**config.mk**
```make
export PLATFORM = sky130hd
export DESIGN_NAME = can_fault_unit
export DESIGN_NICKNAME = d
export VERILOG_FILES = /design/src/rtl/can_fault_pkg.sv /design/src/rtl/can_err_counters.sv /design/src/rtl/can_fault_state.sv /design/src/rtl/can_err_status.sv /design/src/rtl/can_irq_route.sv /design/src/rtl/can_fault_unit.sv
export SDC_FILE = /design/constraint.sdc
export NUM_CORES = 1
export LEC_CHECK = 0
export BUFFER_PORTS_ARGS = -buffer_cell sky130_fd_sc_hd__buf_2
export CORE_AREA = 5 5 103 105
export DETAILED_ROUTE_END_ITERATION = 7
export DIE_AREA = 0 0 108 110
export PLACE_DENSITY = 0.81
export SLEW_MARGIN = 20
export SYNTH_ARGS = -nofsm -noshare
export SYNTH_HDL_FRONTEND = slang
export SYNTH_SLANG_ARGS = --single-unit
```
**constraint.sdc**
```tcl
create_clock -name clk_i -period 4.37 [get_ports clk_i]
set_input_delay 0.6555 -clock clk_i [delete_from_list [all_inputs] [get_ports clk_i]]
set_output_delay 0.6555 -clock clk_i [all_outputs]
set_load 0.1 [all_outputs]
```
**src/rtl/can_fault_pkg.sv**
```systemverilog
package can_fault_pkg;
  localparam int WORD_W  = 32;
  localparam int NUM_EV  = 6;
  localparam int EV_LSB  = 19;  // ack at 19 .. form at 24
  localparam int ST_EW   = 16;
  localparam int ST_EP   = 17;
  localparam int ST_BO   = 18;
  localparam int IF_WARN = 8;
  localparam int IF_PASS = 9;
  localparam int IF_BOFF = 10;
  localparam int MSK_L0  = 0;
  localparam int MSK_L1  = 1;
  localparam int MSK_SEL = 2;

  typedef enum logic [1:0] {
    FS_ACTIVE  = 2'd0,
    FS_WARN    = 2'd1,
    FS_PASSIVE = 2'd2,
    FS_BUSOFF  = 2'd3
  } fault_state_e;
endpackage

```
**src/rtl/can_err_counters.sv**
```systemverilog
module can_err_counters #(
  parameter int CNT_W     = 8,
  parameter int RECOV_CNT = 128
) (
  input  logic             clk_i,
  input  logic             rst_ni,
  input  logic [CNT_W-1:0] tec_inc_i,
  input  logic             tec_dec_i,
  input  logic [CNT_W-1:0] rec_inc_i,
  input  logic             rec_dec_i,
  input  logic             recess_seq_i,
  input  logic             auto_bus_on_i,
  input  logic             reinit_i,
  output logic [CNT_W-1:0] tec_o,
  output logic [CNT_W-1:0] rec_o,
  output logic             bus_off_o
);
  localparam int SUM_W = CNT_W + 1;
  localparam int RC_W  = $clog2(RECOV_CNT + 1);
  localparam logic [CNT_W-1:0] MAXV = '1;

  logic [CNT_W-1:0] tec_q, rec_q;
  logic             bo_q;
  logic [RC_W-1:0]  rc_q;
  logic [SUM_W-1:0] tec_sum, rec_sum;
  logic [CNT_W-1:0] rec_sat;
  logic             bo_hit, recov_done;

  always_comb begin
    tec_sum = {1'b0, tec_q} + {1'b0, tec_inc_i};
    if (tec_dec_i && (tec_sum != '0)) tec_sum = tec_sum - SUM_W'(1);
    rec_sum = {1'b0, rec_q} + {1'b0, rec_inc_i};
    if (rec_dec_i && (rec_sum != '0)) rec_sum = rec_sum - SUM_W'(1);
    rec_sat    = rec_sum[CNT_W] ? MAXV : rec_sum[CNT_W-1:0];
    bo_hit     = tec_sum[CNT_W];
    recov_done = bo_q && auto_bus_on_i && recess_seq_i &&
                 (rc_q == RC_W'(RECOV_CNT - 1));
  end

  always_ff @(posedge clk_i or negedge rst_ni) begin
    if (!rst_ni) begin
      tec_q <= '0;
      rec_q <= '0;
      bo_q  <= 1'b0;
      rc_q  <= '0;
    end else if (reinit_i) begin
      tec_q <= '0;
      rec_q <= '0;
      bo_q  <= 1'b0;
      rc_q  <= '0;
    end else if (bo_q) begin
      if (recov_done) begin
        tec_q <= '0;
        rec_q <= '0;
        bo_q  <= 1'b0;
        rc_q  <= '0;
      end else if (!auto_bus_on_i) begin
        rc_q <= '0;
      end else if (recess_seq_i) begin
        rc_q <= rc_q + RC_W'(1);
      end
    end else begin
      tec_q <= bo_hit ? MAXV : tec_sum[CNT_W-1:0];
      rec_q <= rec_sat;
      bo_q  <= bo_hit;
      rc_q  <= '0;
    end
  end

  assign tec_o     = tec_q;
  assign rec_o     = rec_q;
  assign bus_off_o = bo_q;
endmodule

```
**src/rtl/can_fault_state.sv**
```systemverilog
module can_fault_state
  import can_fault_pkg::*;
#(
  parameter int CNT_W    = 8,
  parameter int WARN_LIM = 96,
  parameter int PASS_LIM = 127
) (
  input  logic             clk_i,
  input  logic             rst_ni,
  input  logic [CNT_W-1:0] tec_i,
  input  logic [CNT_W-1:0] rec_i,
  input  logic             bus_off_i,
  output fault_state_e     state_o,
  output logic             warn_rise_o,
  output logic             pass_rise_o,
  output logic             bo_rise_o
);
  localparam logic [CNT_W-1:0] WARN_V = CNT_W'(WARN_LIM);
  localparam logic [CNT_W-1:0] PASS_V = CNT_W'(PASS_LIM);

  logic       warn_c, pass_c;
  logic [2:0] cond_q;

  assign warn_c = (tec_i > WARN_V) || (rec_i > WARN_V);
  assign pass_c = (tec_i > PASS_V) || (rec_i > PASS_V);

  always_comb begin
    if (bus_off_i)   state_o = FS_BUSOFF;
    else if (pass_c) state_o = FS_PASSIVE;
    else if (warn_c) state_o = FS_WARN;
    else             state_o = FS_ACTIVE;
  end

  always_ff @(posedge clk_i or negedge rst_ni) begin
    if (!rst_ni) cond_q <= '0;
    else         cond_q <= {bus_off_i, pass_c, warn_c};
  end

  // each transition raises its pulse independently, so all three may coincide
  assign warn_rise_o = warn_c    & ~cond_q[0];
  assign pass_rise_o = pass_c    & ~cond_q[1];
  assign bo_rise_o   = bus_off_i & ~cond_q[2];
endmodule

```
**src/rtl/can_err_status.sv**
```systemverilog
module can_err_status
  import can_fault_pkg::*;
(
  input  logic              clk_i,
  input  logic              rst_ni,
  input  logic [NUM_EV-1:0] err_ev_i,
  input  logic              warn_rise_i,
  input  logic              pass_rise_i,
  input  logic              bo_rise_i,
  input  logic [WORD_W-1:0] clr_i,
  output logic [WORD_W-1:0] status_o
);
  logic [WORD_W-1:0] set_v;

  always_comb begin
    set_v = '0;
    set_v[EV_LSB +: NUM_EV] = err_ev_i;
    set_v[ST_EW] = warn_rise_i;
    set_v[ST_EP] = pass_rise_i;
    set_v[ST_BO] = bo_rise_i;
  end

  for (genvar b = 0; b < WORD_W; b++) begin : g_bit
    localparam bit IMPL = ((b >= EV_LSB) && (b < EV_LSB + NUM_EV)) ||
                          ((b >= ST_EW) && (b <= ST_BO));
    if (IMPL) begin : g_flag
      logic flag_q;
      always_ff @(posedge clk_i or negedge rst_ni) begin
        if (!rst_ni) flag_q <= 1'b0;
        else         flag_q <= set_v[b] | (flag_q & ~clr_i[b]);  // set wins
      end
      assign status_o[b] = flag_q;
    end else begin : g_zero
      assign status_o[b] = 1'b0;
    end
  end

  logic unused_clr;
  assign unused_clr = ^{clr_i[WORD_W-1:EV_LSB+NUM_EV], clr_i[ST_EW-1:0]};
endmodule

```
**src/rtl/can_irq_route.sv**
```systemverilog
module can_irq_route
  import can_fault_pkg::*;
(
  input  logic              clk_i,
  input  logic              rst_ni,
  input  logic              warn_rise_i,
  input  logic              pass_rise_i,
  input  logic              bo_rise_i,
  input  logic [WORD_W-1:0] mask_i,
  input  logic [WORD_W-1:0] clr0_i,
  input  logic [WORD_W-1:0] clr1_i,
  output logic [WORD_W-1:0] gif0_o,
  output logic [WORD_W-1:0] gif1_o,
  output logic              irq0_o,
  output logic              irq1_o
);
  localparam int NLINE = 2;

  logic [2:0] evt;
  logic [NLINE-1:0][WORD_W-1:0] clr_a, gif_a;
  logic [NLINE-1:0] irq_a;

  assign evt = {bo_rise_i, pass_rise_i, warn_rise_i} & mask_i[IF_BOFF:IF_WARN];
  assign clr_a[0] = clr0_i;
  assign clr_a[1] = clr1_i;

  for (genvar l = 0; l < NLINE; l++) begin : g_line
    logic [2:0] flag_q;
    logic       sel;
    assign sel = (l == 1) ? mask_i[MSK_SEL] : ~mask_i[MSK_SEL];
    always_ff @(posedge clk_i or negedge rst_ni) begin
      if (!rst_ni) flag_q <= '0;
      else flag_q <= (evt & {3{sel}}) | (flag_q & ~clr_a[l][IF_BOFF:IF_WARN]);
    end
    always_comb begin
      gif_a[l] = '0;
      gif_a[l][IF_BOFF:IF_WARN] = flag_q;
    end
    assign irq_a[l] = mask_i[l] & (|flag_q);
  end

  assign gif0_o = gif_a[0];
  assign gif1_o = gif_a[1];
  assign irq0_o = irq_a[MSK_L0];
  assign irq1_o = irq_a[MSK_L1];

  logic unused_bits;
  assign unused_bits = ^{mask_i[WORD_W-1:IF_BOFF+1], mask_i[IF_WARN-1:MSK_SEL+1],
                         clr0_i[WORD_W-1:IF_BOFF+1], clr0_i[IF_WARN-1:0],
                         clr1_i[WORD_W-1:IF_BOFF+1], clr1_i[IF_WARN-1:0]};
endmodule

```
**src/rtl/can_fault_unit.sv**
```systemverilog
module can_fault_unit
  import can_fault_pkg::*;
#(
  parameter int CNT_W     = 8,
  parameter int WARN_LIM  = 96,
  parameter int PASS_LIM  = 127,
  parameter int RECOV_CNT = 128
) (
  input  logic              clk_i,
  input  logic              rst_ni,
  input  logic [CNT_W-1:0]  tec_inc_i,
  input  logic              tec_dec_i,
  input  logic [CNT_W-1:0]  rec_inc_i,
  input  logic              rec_dec_i,
  input  logic [NUM_EV-1:0] err_ev_i,
  input  logic              recess_seq_i,
  input  logic              auto_bus_on_i,
  input  logic              reinit_i,
  input  logic [WORD_W-1:0] irq_mask_i,
  input  logic [WORD_W-1:0] stat_clr_i,
  input  logic [WORD_W-1:0] gif0_clr_i,
  input  logic [WORD_W-1:0] gif1_clr_i,
  output logic [CNT_W-1:0]  tec_o,
  output logic [CNT_W-1:0]  rec_o,
  output logic [1:0]        state_o,
  output logic [WORD_W-1:0] status_o,
  output logic [WORD_W-1:0] gif0_o,
  output logic [WORD_W-1:0] gif1_o,
  output logic              irq0_o,
  output logic              irq1_o
);
  logic [CNT_W-1:0] tec_w, rec_w;
  logic             bo_w, warn_rise, pass_rise, bo_rise;
  fault_state_e     st_w;

  can_err_counters #(.CNT_W(CNT_W), .RECOV_CNT(RECOV_CNT)) u_cnt (
    .clk_i, .rst_ni,
    .tec_inc_i, .tec_dec_i, .rec_inc_i, .rec_dec_i,
    .recess_seq_i, .auto_bus_on_i, .reinit_i,
    .tec_o(tec_w), .rec_o(rec_w), .bus_off_o(bo_w)
  );

  can_fault_state #(.CNT_W(CNT_W), .WARN_LIM(WARN_LIM), .PASS_LIM(PASS_LIM)) u_st (
    .clk_i, .rst_ni,
    .tec_i(tec_w), .rec_i(rec_w), .bus_off_i(bo_w),
    .state_o(st_w), .warn_rise_o(warn_rise), .pass_rise_o(pass_rise),
    .bo_rise_o(bo_rise)
  );

  can_err_status u_stat (
    .clk_i, .rst_ni, .err_ev_i,
    .warn_rise_i(warn_rise), .pass_rise_i(pass_rise), .bo_rise_i(bo_rise),
    .clr_i(stat_clr_i), .status_o
  );

  can_irq_route u_irq (
    .clk_i, .rst_ni,
    .warn_rise_i(warn_rise), .pass_rise_i(pass_rise), .bo_rise_i(bo_rise),
    .mask_i(irq_mask_i), .clr0_i(gif0_clr_i), .clr1_i(gif1_clr_i),
    .gif0_o, .gif1_o, .irq0_o, .irq1_o
  );

  assign tec_o   = tec_w;
  assign rec_o   = rec_w;
  assign state_o = st_w;
endmodule

```
Word-level counts from Yosys, hierarchy flattened
Index checks and enable logic that the tools add are counted.
Storage, ports and cells
  logic and storage cells: 104
  output and inout bits: 116
  register bits: 43
  input bits: 157
Operators by class
  add/sub/neg operators: 5
  order comparisons: 4
  reductions and logical operators: 11
  bitwise logic cells: 45
  eq/ne operators: 3
  multiplexer cells: 20
Operators by type and width (number)
  2-to-1 mux 8 bit: 12
  > comparator 8 x 7 -> 1 bit, second input constant: 4
  adder 8 x 8 -> 9 bit: 2
  2-to-1 mux 9 bit: 2
  nonzero test 9 bit: 2
  subtractor 9 x 1 -> 9 bit, second input constant: 2
  bitwise AND 3 bit: 5
  bitwise AND 1 bit: 14
  inverter 1 bit: 13
  bitwise OR 1 bit: 9
  adder 8 x 1 -> 8 bit, second input constant: 1
  == test 8 x 7 -> 1 bit, second input constant: 1
  inverter 3 bit: 2
  bitwise OR 3 bit: 2
  OR reduction 3 bit: 2
  logical AND 1 bit: 5
  != test 5 bit, second input constant: 1
  2-to-1 mux 1 bit: 4
  2-to-1 mux 2 bit: 2
  != test 3 bit, second input constant: 1
  logical OR 1 bit: 2

Logic depth before layout (Yosys ltp)
Gate-level depths: netlist (run 1).
  depth after elaboration: 7
  gate-level depth with buffers: 11
  gate-level depth less buffers: 10

By module
A second synthesis (run 1) with hierarchy kept.
Second synthesis, totals
  cell total of the unflattened synthesis: 439
  area total of the unflattened synthesis: 3865.0 µm²
Modules (own cells, without submodules)
  can_err_counters: instances 1, sequential area each 625.6 µm², cells each 274, area each 2421.1 µm²
  can_irq_route: instances 1, sequential area each 150.1 µm², cells each 85, area each 689.4 µm²
  can_err_status: instances 1, sequential area each 225.2 µm², cells each 60, area each 570.5 µm²
  can_fault_state: instances 1, sequential area each 75.1 µm², cells each 20, area each 183.9 µm²

Least setup slack after synthesis (run 1)
No wires, ideal clock.
  path type: register to output
  start: register u_cnt.tec_q[1], in the netlist u_cnt.tec_o[1]
  end: output port state_o[0]
  path buffers: 0
  path slack: 124 ps
  arrival: 3591 ps
  required time: 3714 ps
  stages on the path, launching flop included: 6
  cell sequence: dfrtp_1 inv_1 a21oi_1 a311o_1 inv_1 o21ai_0
Between the ends
  longest elaborated chain between the ends: 5
  elaborated cells between the ends (all ways): 7
  those cells by class: order compare: 2; mux: 3; reduce/logical: 2
Ends and longest elaborated chain
  start, declared: line can_err_counters.sv:22  | logic [CNT_W-1:0] tec_q, rec_q;
  start signal, assigned: line can_err_counters.sv:63  | tec_q <= bo_hit ? MAXV : tec_sum[CNT_W-1:0];
  > comparator 8 x 7 -> 1 bit: line can_fault_state.sv:24  | assign warn_c = (tec_i > WARN_V) || (rec_i > WARN_V);
  logical OR 1 bit: line can_fault_state.sv:24
  via u_st.warn_c: line can_fault_state.sv:21  | logic warn_c, pass_c;
  2-to-1 mux 1 bit: line can_fault_state.sv:30  | else if (warn_c) state_o = FS_WARN;
  2-to-1 mux 2 bit: line can_fault_state.sv:29  | else if (pass_c) state_o = FS_PASSIVE;
  2-to-1 mux 2 bit: line can_fault_state.sv:28  | if (bus_off_i) state_o = FS_BUSOFF;
  end, declared: line can_fault_unit.sv:25  | output logic [1:0] state_o,
The timed path passes the listed nets, and every way through them passes these cells.

Final worst setup path (run 1)
  start: input port rec_inc_i[0]
  end: register u_cnt.rec_q[2], in the netlist u_cnt.rec_o[2]
Between the ends
  longest elaborated chain between the ends: 7
  elaborated cells between the ends (all ways): 8
  those cells by class: add/sub: 2; mux: 4; reduce/logical: 2
Ends and longest elaborated chain
  start, declared: line can_fault_unit.sv:13  | input logic [CNT_W-1:0] rec_inc_i,
  adder 8 x 8 -> 9 bit (*): line can_err_counters.sv:32  | rec_sum = {1'b0, rec_q} + {1'b0, rec_inc_i};
  branches (longest 2 deep; another with subtractor 9 x 1 -> 9 bit)
  2-to-1 mux 9 bit (*): line can_err_counters.sv:33  | if (rec_dec_i && (rec_sum != '0)) rec_sum = rec_sum - SUM_W'(1);
  2-to-1 mux 8 bit (*): line can_err_counters.sv:34  | rec_sat = rec_sum[CNT_W] ? MAXV : rec_sum[CNT_W-1:0];
  2-to-1 mux 8 bit (*): line can_err_counters.sv:51  | end else if (bo_q) begin
  2-to-1 mux 8 bit (*): line can_err_counters.sv:46  | end else if (reinit_i) begin
  end signal, assigned: line can_err_counters.sv:64  | rec_q <= rec_sat;
  end, declared: line can_err_counters.sv:22
Every way passes the cells marked *.
A chain may end at the register's enable or synchronous reset.

==> results of run 1 <==
-- how the worst max path moves through the flow --
stage | from | to | slack [ns] | cells past startpoint
2_1_floorplan | u_cnt.tec_o[1]$_DFFE_PN0P_ | state_o[0] | 0.12 | 5
3_3_place_gp | rec_inc_i[0] | u_cnt.rec_o[7]$_DFFE_PN0P_ | 1.02 | 11
3_5_place_dp | rec_inc_i[0] | u_cnt.rec_o[7]$_DFFE_PN0P_ | 0.92 | 11
4_1_cts | u_cnt.rec_o[0]$_DFFE_PN0P_ | u_cnt.rec_o[7]$_DFFE_PN0P_ | 1.20 | 10
5_1_grt | u_cnt.rec_o[0]$_DFFE_PN0P_ | u_cnt.rec_o[1]$_DFFE_PN0P_ | 0.81 | 10
6_report | rec_inc_i[0] | u_cnt.rec_o[2]$_DFFE_PN0P_ | 1.15 | 11
-- logic make-up (layout without fill, tap and decap cells) --
group / Yosys count / in the layout
other cells: 1 / 81
compound gates: 88 / 88
buf+inv: 130 / 124
mux: 5 / 5
flops: 43 / 43
fa+ha+maj: 23 / 23
xor+xnor: 17 / 17
simple gates: 125 / 125
-- cells in the final DEF (no fill, tap or decap), types with 3 or more instances in the layout --
| cell type | instances |
|---|---|
| nor3_1 | 5 |
| nand3_1 | 7 |
| a221o_1 | 5 |
| conb_1 | 81 |
| xor2_1 | 9 |
| nand3b_1 | 4 |
| a21o_1 | 9 |
| clkbuf_8 | 7 |
| nor4_1 | 4 |
| o22ai_1 | 9 |
| mux2i_1 | 3 |
| o31a_1 | 3 |
| o211ai_1 | 9 |
| and3_1 | 5 |
| inv_1 | 32 |
| a211oi_1 | 3 |
| and2_1 | 4 |
| and4_1 | 3 |
| nor2_1 | 24 |
| nand4_1 | 14 |
| a21oi_1 | 11 |
| or4_1 | 3 |
| buf_2 | 84 |
| xnor2_1 | 7 |
| or2_2 | 4 |
| o21ai_1 | 4 |
| nand2_1 | 36 |
| ha_1 | 21 |
| o21ai_0 | 11 |
| dfrtp_1 | 43 |
-- where the power goes --
group	total, mW	leakage [nW]	switching (mW)	internal (mW)
clock network	0.276	0.0505	0.133	0.144
logic	2.55	1.43	1.95	0.605
registers	0.636	0.546	0.119	0.517
total	3.47	2.02	2.20	1.27
-- per-layer routing --
| layer | vias up | wire (um) | GRT usage, % | share of wire (%) |
|---|---|---|---|---|
| li1 | 1489 | - | - | - |
| met5 | - | 0 | 0 | 0 |
| met2 | 151 | 3766 | 22.25 | 45 |
| met4 | 0 | 80 | 2.885 | 0.95 |
| met1 | 1422 | 3758 | 18.16 | 45 |
| met3 | 7 | 807 | 2.446 | 9.6 |
-- worst reg2reg max path, cell delays in order, from the launching register on --
cell and delay [ns]:
dfrtp_1 0.41, ha_1 0.21, inv_1 0.06, fa_1 0.41, nand2b_1 0.21, a211oi_1 0.42, o21ai_0 0.23, a32oi_1 0.28
nand3_1 0.16, mux2i_2 0.48, o211ai_1 0.18
-- state kept, by name (all words and copies together), names as in the netlist --
register                    flops
u_cnt.bus_off_o                 1
u_cnt.rc_q                      8
u_cnt.rec_o                     8
u_cnt.tec_o                     8
u_irq.g_line.flag_q             6
u_st.cond_q                     3
u_stat.g_bit.g_flag.flag_q      9
-- final cells by class --
class	count	area share, %
clock buffer	7	2.399
clock inverter	1	0.1869
inverter	32	2.991
multi-input combinational	339	53.02
sequential	43	26.79
tap	133	4.143
timing repair buffer	84	10.47
==> flow_summary_export.csv, run 1 <==
group,metric,value,unit
status,outcome,"finished, final reports clean",
yosys,synth-async-reset-ratio,100.0,%
hold_path,hold_class,"reg -> reg",
routing,drt_iter0_drc,178,
worst_setup_path,worst_setup_path_end_kind,"flip-flop",
cts,clock-sinks,43,
cts,clock_tree.root_cell,"clkbuf_8",
sta,setup_viol,0,
layout,stdcell_area,4016,um^2
layout,multi_input_area,2130,um^2
yosys,post-synth-top-area-cell,"dfrtp_1",
yosys,syn_inst,432,
yosys,synth_area,3740,um^2
floorplan,start_util,39.16,%
cts,insertion_delay,0.29,ns
yosys,synth_compound_area_share,17.46,%
sta,skew,0.008944,ns
floorplan,io_pins,273,
sta,tns,0,ns
floorplan,die_w,108,um
global_route,grt_pass1_wl,12.80,mm
yosys,syn_area_per_cell,8.657,um^2
layout,drive_above_1_share,21.54,%
sta,rsz0062_at_grt,"false",
cts,cts_resized,0,
yosys,yosys.area.top_type_share,28.77,%
hold_path,min_to,"u_stat.g_bit[17].g_flag.flag_q$_DFF_PN0_",
floorplan,dieArea,11880,um^2
worst_setup_path,worstPathCellList,"buf_2, ha_1, inv_1, fa_1, nand2b_1, a211oi_1, o21ai_0, a32oi_1, nand3_1, mux2i_2, o211ai_1",
yosys,synthTopCellsByArea,"dfrtp_1, buf_4, ha_1, nand2_1, inv_1",
sta,final_hold_viol_count,0,
hold_path,min_from,"u_st.cond_q[1]$_DFF_PN0_",
layout,seqCellArea,1076,um^2
cts,max-clock-path-buffers,2,
placed_design,dp_hpwl,6.881,mm
sta,whs,0.4526,ns
routing,avgViaCountPerCell,4.803,
sta,worst_pin_slew,0.9465,ns
cts,clk_pin_slew,0.08,ns
floorplan,core,9549,um^2
yosys,synthAdderAreaFrac,8.096,%
worst_setup_path,worst_ep_arrival_time,3.35,ns
worst_setup_path,r2r_start,"u_cnt.rec_o[0]$_DFFE_PN0P_",
routing,final_antenna_net_count,0,
placed_design,post-place-ws,0.9159,ns
routing,wire_per_inst,13.17,um
yosys,synth_top_family_by_area,"buffers and inverters",
layout,fin_cells,639,
power_and_ir_drop,p_total,3.465,mW
power_and_ir_drop,leakagePower,2.022,nW
yosys,yosysMostFrequentCell,"buf_4",
power_and_ir_drop,powerDensity,862.8,nW/um^2
layout,area_delta_synth_final,7.394,%
global_route,grt_max_degree,44,
routing,firstDrtPassIters,4,
sta,worst_slack,1.152,ns
yosys,ys_warn_count,0,
yosys,synth-xor-area-share,4.182,%
worst_setup_path,cp_slowest_stage_delay,0.48,ns
yosys,yosysSeqAreaShare,28.77,%
hold_path,min_path_cells,1,
cts,cts_tree,"done",
layout,antenna-diode-count,0,
layout,fin_util,42.06,%
power_and_ir_drop,ir_drop,485.3,uV
yosys,synthFlopType,"dfrtp_1",
yosys,ys_types,64,
sta,fmax,0.3107,GHz
worst_setup_path,crit_buf_inv,2,
yosys,synthSimpleGateAreaFrac,17.50,%
cts,ctsHoldBuffers,0,
worst_setup_path,criticalPathCategory,"in -> reg",
placed_design,numPortBuffers,84,
worst_setup_path,reg2reg_depth,10,
worst_setup_path,cp.required,4.50,ns
worst_setup_path,startpoint_type,"primary input",
worst_setup_path,crit_slowest_cell,"mux2i_2",
placed_design,placed_area,3913,um^2
sta,finalCritPeriodShare,73.65,%
yosys,ys_ff_latch,43,
placed_design,gp_congestion,0.9134,
sta,drv_slew,0,
global_route,gr-usage-all-layers,13.35,%
floorplan,dieHeight,110,um
cts,h-tree-depth,2,
worst_setup_path,critPathTopFamily,"compound AO/OA/AOI/OAI gates",
placed_design,dp_cells,631,
routing,drc,0,
job,max_cap_viol_count,0,
yosys,ys_top_cells_by_count,"buf_4, dfrtp_1, nand2_1",
routing,num_vias,3069,
floorplan,num_rows,36,
cts,post_cts_buffers,0,
global_route,grt_pass1_vias,2815,
sta,period_minus_slack,3.218,ns
routing,wirelength,8.413,mm
layout,layout.nets,685,
cts,cts_made_buffers,5,
yosys,synth_edf_count,0,
worst_setup_path,r2r_setup_slack,1.16,ns
worst_setup_path,crit_fanout,8,
sta,max_slew_margin,36.90,%
global_route,antenna_found_initial,0,
layout,n_fill_cell,968,
global_route,overflow,0,
yosys,muxShareOfSynthArea,1.572,%
worst_setup_path,timing.rr.end,"u_cnt.rec_o[2]$_DFFE_PN0P_",
(Power assumes the default switching activity.)
==> inputs of run 2 (changes only) <==
- CORE_AREA: 5 5 103 105 -> 5 5 104 106
- DIE_AREA: 0 0 108 110 -> 0 0 109 111
- PLACE_DENSITY: 0.81 -> 0.8
- clock period: 4.37 -> 3.3 ns (I/O delays scaled with it)
==> flow_summary_export.csv, run 2 (synthesis gave the netlist of run 1 again) <==
group,metric,value,unit
global_route,overflow,0,
sta,setup_viol,0,
sta,period_minus_slack,3.061,ns
power_and_ir_drop,p_total,4.674,mW
layout,layout.nets,687,
cts,cts_made_buffers,5,
floorplan,dieHeight,111,um
layout,seqCellArea,1081,um^2
sta,rsz0062_at_grt,"false",
floorplan,io_pins,273,
floorplan,dieArea,12100,um^2
global_route,grt_pass1_wl,13.50,mm
placed_design,dp_cells,633,
cts,clock_tree.root_cell,"clkbuf_8",
layout,multi_input_area,2135,um^2
global_route,grt_pass1_vias,2971,
cts,insertion_delay,0.29,ns
floorplan,core,9684,um^2
layout,top_register,"u_stat.g_bit.g_flag.flag_q",
global_route,grt_max_degree,44,
cts,cts_resized,0,
worst_setup_path,reg2reg_depth,10,
routing,firstDrtPassIters,4,
cts,cts_tree,"done",
worst_setup_path,worst_setup_path_end_kind,"flip-flop",
power_and_ir_drop,leakagePower,2.038,nW
routing,drt_iter0_drc,154,
floorplan,die_w,109,um
routing,num_vias,3112,
sta,final_hold_viol_count,0,
layout,drive_above_1_share,22.83,%
status,outcome,"finished, final reports clean",
floorplan,start_util,38.62,%
layout,area_delta_synth_final,8.431,%
sta,tns,0,ns
routing,avgViaCountPerCell,4.855,
global_route,antenna_found_initial,0,
routing,wirelength,8.485,mm
sta,fmax,0.3267,GHz
cts,post_cts_buffers,0,
worst_setup_path,timing.rr.end,"u_cnt.rec_o[1]$_DFFE_PN0P_",
cts,h-tree-depth,2,
cts,max-clock-path-buffers,2,
placed_design,gp_congestion,0.8919,
cts,clk_pin_slew,0.08,ns
hold_path,hold_class,"in -> async",
power_and_ir_drop,ir_drop,607.9,uV
worst_setup_path,r2r_setup_slack,0.24,ns
placed_design,dp_hpwl,6.977,mm
layout,layout_common_cells,"buf_2, conb_1, dfrtp_1",
floorplan,num_rows,36,
layout,antenna-diode-count,0,
sta,finalCritPeriodShare,92.74,%
sta,drv_slew,0,
worst_setup_path,criticalPathCategory,"reg -> reg",
global_route,gr-usage-all-layers,13.45,%
worst_setup_path,crit_fanout,8,
worst_setup_path,r2r_start,"u_cnt.rec_o[0]$_DFFE_PN0P_",
layout,fin_cells,641,
power_and_ir_drop,powerDensity,1152,nW/um^2
cts,ctsHoldBuffers,0,
routing,final_antenna_net_count,0,
worst_setup_path,worst_ep_arrival_time,3.20,ns
routing,drc,0,
sta,worst_pin_slew,0.9373,ns
job,max_cap_viol_count,0,
routing,wire_per_inst,13.24,um
placed_design,numPortBuffers,84,
sta,skew,0.006732,ns
cts,clock-sinks,43,
layout,n_fill_cell,942,
layout,largest_reg_flops,9,
layout,layout_commonest_cell,"buf_2",
worst_setup_path,startpoint_type,"flip-flop",
worst_setup_path,cp.required,3.44,ns
sta,max_slew_margin,37.51,%
## run 2: cell types whose count changed in the layout (fill, tap and decap cells not counted), sizes merged
cell	change
clkinv	+1
clkbuf	-1
clkinvlp	-1
buf	+2
bufinv	+1
## run 2: layer usage
metal | track usage [%] | vias to the layer above | routed length, um
met5 | 0 | - | 0
met4 | 4.209 | 0 | 165
met3 | 2.271 | 15 | 839
met2 | 21.58 | 166 | 3646
met1 | 18.30 | 1425 | 3833
li1 | - | 1506 | -
## run 2: worst max path at each step
| stage | start | depth (start not counted) | endpoint |
|---|---|---|---|
| 4_1_cts | u_cnt.rec_o[0]$_DFFE_PN0P_ | 10 | u_cnt.rec_o[1]$_DFFE_PN0P_ |
| 5_1_grt | u_cnt.rec_o[0]$_DFFE_PN0P_ | 10 | u_cnt.rec_o[1]$_DFFE_PN0P_ |
| 2_1_floorplan | u_cnt.rec_o[7]$_DFFE_PN0P_ | 5 | state_o[0] |
| 3_3_place_gp | rec_inc_i[0] | 11 | u_cnt.rec_o[7]$_DFFE_PN0P_ |
| 3_5_place_dp | rec_inc_i[0] | 11 | u_cnt.rec_o[1]$_DFFE_PN0P_ |
| 6_report | u_cnt.rec_o[0]$_DFFE_PN0P_ | 10 | u_cnt.rec_o[1]$_DFFE_PN0P_ |
## run 2: critical path, stage by stage (launching register included)
cell	delay, ns
dfrtp_2	0.41
ha_1	0.19
inv_1	0.06
fa_1	0.41
nand2b_1	0.22
or4_1	0.49
o2bb2ai_1	0.16
a311o_2	0.18
nand4_1	0.33
a21boi_0	0.32
o211ai_1	0.14
## run 2: layout make-up
cell class              count  share of cell area [%]
well taps                 133                   4.104
clock buffers               6                   2.036
clock inverters             2                  0.8639
inverters                  32                   2.962
multi-input cells         339                   52.64
repair buffers             86                   10.74
flip-flops and latches     43                   26.66
## run 2: stage by stage
stage	hold WS (ns)	util (%)	setup slack (ns)	instance area, um^2
global route	0.3785	41.87	0.03241	4055
global placement	0.4282	40.61	0.1209	3933
finish	0.3445	41.87	0.2395	4055
CTS	0.3659	41.82	0.1220	4050
floorplan	0.1994	-	0.002625	4045
detailed placement	0.4333	40.61	-0.03059	3933
## run 2: power breakdown
group | total, mW | internal [mW] | switching [mW]
sequential | 0.846 | 0.689 | 0.156
combinational | 3.41 | 0.822 | 2.59
clock | 0.417 | 0.245 | 0.172
